<file path="src/rtl/gf233_pkg.sv">
package gf233_pkg;
  // Field degree and middle exponent of the reduction trinomial
  localparam int unsigned FIELD_M = 233;
  localparam int unsigned FIELD_N = 74;
  // Width of an unreduced product of two field elements
  localparam int unsigned PROD_W  = 2 * FIELD_M - 1;
endpackage

</file>
<file path="src/rtl/gf233_fold.sv">
// One folding pass: every bit at position i >= M is moved to i-M and i-M+N.
module gf233_fold #(
  parameter int unsigned M  = 233,
  parameter int unsigned N  = 74,
  parameter int unsigned WI = 465,
  parameter int unsigned WO = 306
) (
  input  logic [WI-1:0] in_i,
  output logic [WO-1:0] out_o
);
  localparam int unsigned HW = WI - M;

  logic [HW-1:0] hi;
  logic [WO-1:0] lo_ext;
  logic [WO-1:0] hi_ext;

  always_comb begin
    hi     = in_i[WI-1:M];
    lo_ext = WO'(in_i[M-1:0]);
    hi_ext = WO'(hi);
    out_o  = lo_ext ^ hi_ext ^ (hi_ext << N);
  end
endmodule

</file>
<file path="src/rtl/gf233_reducer.sv">
module gf233_reducer #(
  parameter int unsigned M = gf233_pkg::FIELD_M,
  parameter int unsigned N = gf233_pkg::FIELD_N
) (
  input  logic [2*M-2:0] prod_i,
  output logic [M-1:0]   elem_o
);
  localparam int unsigned PW  = 2 * M - 1;
  // Highest reach of the first pass: (PW-1) - M + N, plus one for width
  localparam int unsigned F1W = PW - M + N;

  logic [F1W-1:0] fold1_w;

  gf233_fold #(.M(M), .N(N), .WI(PW), .WO(F1W)) u_fold1 (
    .in_i  (prod_i),
    .out_o (fold1_w)
  );

  // Second pass clears what the first left above M-1 (N < M/2 keeps it within M bits)
  gf233_fold #(.M(M), .N(N), .WI(F1W), .WO(M)) u_fold2 (
    .in_i  (fold1_w),
    .out_o (elem_o)
  );
endmodule

</file>
<file path="config.mk">
export PLATFORM = sky130hd
export DESIGN_NAME = gf233_reducer
export DESIGN_NICKNAME = d
export VERILOG_FILES = /design/src/rtl/gf233_pkg.sv /design/src/rtl/gf233_fold.sv /design/src/rtl/gf233_reducer.sv
export SDC_FILE = /design/constraint.sdc
export NUM_CORES = 1
export LEC_CHECK = 0
export CAP_MARGIN = 15
export CORE_AREA = 2 2 269 271
export DETAILED_ROUTE_END_ITERATION = 10
export DIE_AREA = 0 0 271 273
export DONT_BUFFER_PORTS = 1
export PLACE_DENSITY = 0.3
export SETUP_SLACK_MARGIN = 0.1
export SLEW_MARGIN = 15
export SYNTH_ARGS = -nofsm -noshare
export SYNTH_HDL_FRONTEND = slang
export SYNTH_SLANG_ARGS = --single-unit
</file>
<file path="constraint.sdc">
create_clock -name vclk -period 0.8
set_clock_uncertainty 0.2 [all_clocks]
set_input_delay 0.16 -clock vclk [all_inputs]
set_output_delay 0.16 -clock vclk [all_outputs]
set_load 0.01 [all_outputs]
</file>
==> out/summary.log <==
INFO  worst_hold_path holdPathStages=1
INFO  timing         finalCriticalPeriod=1100ps
INFO  timing         max-slew-margin-rel=0.810
INFO  yosys          syn_area=0.00461mm^2
INFO  routing        first_iter_violations=52
INFO  finish         post-route-cell-area=0.0114mm^2
INFO  yosys          post_synth_inst_count=464
INFO  grt            grt_first_pass_wirelength=36.1mm
INFO  grt            grt_start_max_net_pins=3
INFO  yosys          synth_nets=929
INFO  die            core_area=0.0710mm^2
INFO  finish         layout.filler_cells=7654
INFO  die            floorplan.die.width=271um
INFO  yosys          ys_types=3
INFO  timing         setup-violations-final=231
INFO  setup_path     worstPathMaxFanout=2
INFO  grt            antenna_found_initial=0
INFO  outcome        failed_checks=negative setup slack
INFO  power          powerDensity=797mW/mm^2
INFO  timing         maxClockFrequency=909MHz
INFO  finish         clock_buffers=0
INFO  grt            via_count_of_the_first_global_routing_pass=4098
INFO  routing        num_vias=3415
INFO  finish         multiInputGateArea=0.00986mm^2
INFO  finish         fin_nets=961
INFO  die            die_area=0.0740mm^2
INFO  finish         drive_gt1_frac=1.00
INFO  worst_hold_path hold_path_end=elem_o[73]
INFO  yosys          average_footprint_of_a_synthesized_cell=9.94um^2
INFO  timing         rsz0062_at_grt=yes
INFO  routing        detailedRoute.firstPassIterationCount=2
INFO  finish         nFlopsAndLatches=0
INFO  setup_path     worst_ep_arrival_time=740ps
INFO  yosys          ys.warnings.count=0
INFO  setup_path     cp-end-kind=output port
INFO  timing         final-max-slew-violation-count=0
INFO  routing        route.final.wire_length=27.4mm
INFO  placed_design  port_buffers=0
INFO  timing         fin_crit_sh=1.38
INFO  grt            overflow=0
INFO  timing         final_setup_margin=-300ps
INFO  timing         tightest_slew=284ps
INFO  finish         regArea=0um^2
INFO  routing        vias_cell=2.36
INFO  cts            cts.hold.buffers_added=0
INFO  placed_design  post_dp_cell_area=0.0107mm^2
INFO  die            initial_core_util=0.0650
INFO  setup_path     worstSetupPathType=input port to output port
INFO  outcome        status=finished, violations left
INFO  worst_hold_path min_path_type=input port to output port
INFO  power          leakage=3.89nW
INFO  routing        detail_route.drc_violations=0
INFO  yosys          synth_sequential_area_ratio=0
INFO  setup_path     critical_path_required=440ps
INFO  die            io-pin-count=698
INFO  routing        antenna_violating_nets_post_route=0
INFO  die            rows=98
INFO  setup_path     worstSetupStartpointType=input port
INFO  routing        route.detailed.wl_per_inst=19.0um
INFO  die            die_y=273um
INFO  grt            groute.usage.overall=0.0684
INFO  finish         num_antenna_cells=0
INFO  placed_design  gp_routability_congestion=0.837
INFO  finish         areaGrowthSynthToFinish=146%
INFO  placed_design  dp_hpwl=27.4mm
INFO  timing         final_setup_tns=-22600ps
INFO  run            number_of_max_cap_violations=0
INFO  power          ir_worst_vdd=0.333mV
INFO  worst_hold_path min-delay-start=prod_i[73]
INFO  timing         finalHoldViolations=0
-- critical path: stages --
cell and delay, ps:
xor2_4 170, xnor2_2 230, buf_4 180
-- layer usage --
layer  vias to the layer above  track usage  wire (um)
met5                         -            0          0
met3                        12       0.0217       2920
met1                      1601       0.0557       6570
met2                       392        0.157      17600
met4                         0      0.00465        399
li1                       1410            -          -
-- synthesized netlist by cell type (all sizes together) --
master    n  share of area
xnor2   389           0.86
xor2     75           0.14
-- cell families after synthesis --
kind of cell  count (synthesis)  share of synthesized area
xor+xnor                    464                       1.00
-- metrics by stage --
step                hold WS (ps)  setup slack [ps]  total power [mW]   util  cells
CTS                          170              -296              9.17  0.158   1441
detailed placement           180              -424              8.68  0.151   1436
global route                 173              -307              9.48  0.160   1444
finish                       171              -300              9.05  0.160   1444
global placement             185              -403              8.81  0.151   1436
floorplan                    177             -77.1              7.36      -    464
-- cell type report --
| cell class | count | area share |
|---|---|---|
| multi-input cells | 464 | 0.868 |
| repair buffers | 30 | 0.0275 |
| well taps | 950 | 0.105 |
-- worst max path at each step --
stage / start / to / slack (ps) / cells after the start
global placement: prod_i[333] / elem_o[100] / -400 / 2
finish: prod_i[354] / elem_o[121] / -300 / 3
detailed placement: prod_i[333] / elem_o[100] / -420 / 2
global route: prod_i[280] / elem_o[121] / -310 / 3
floorplan: prod_i[333] / elem_o[100] / -80 / 2
CTS: prod_i[261] / elem_o[102] / -300 / 4
-- cell usage in the layout (no fill, tap or decap) --
master | synthesis | routed
xnor2_2 | 73 | 209
xnor2_4 | 0 | 180
xor2_2 | 0 | 50
xor2_4 | 0 | 25
buf_4 | 0 | 16
buf_6 | 0 | 10
buf_12 | 0 | 4
-- power breakdown --
part / leakage, nW / internal (mW) / switching, mW
sequential: 0 / 0 / 0
clock: 0 / 0 / 0
combinational: 3.89 / 5.37 / 3.68
total: 3.89 / 5.37 / 3.68
-- what timing repair did --
item | CTS | global route
pin swaps | 180 | 46
setup endpoints to repair | 233 | 232
endpoints found under the hold margin | 0 | 0
buffers inserted | 5 | 3
resized for setup | 44 | 14
(Power assumes the default switching activity.)
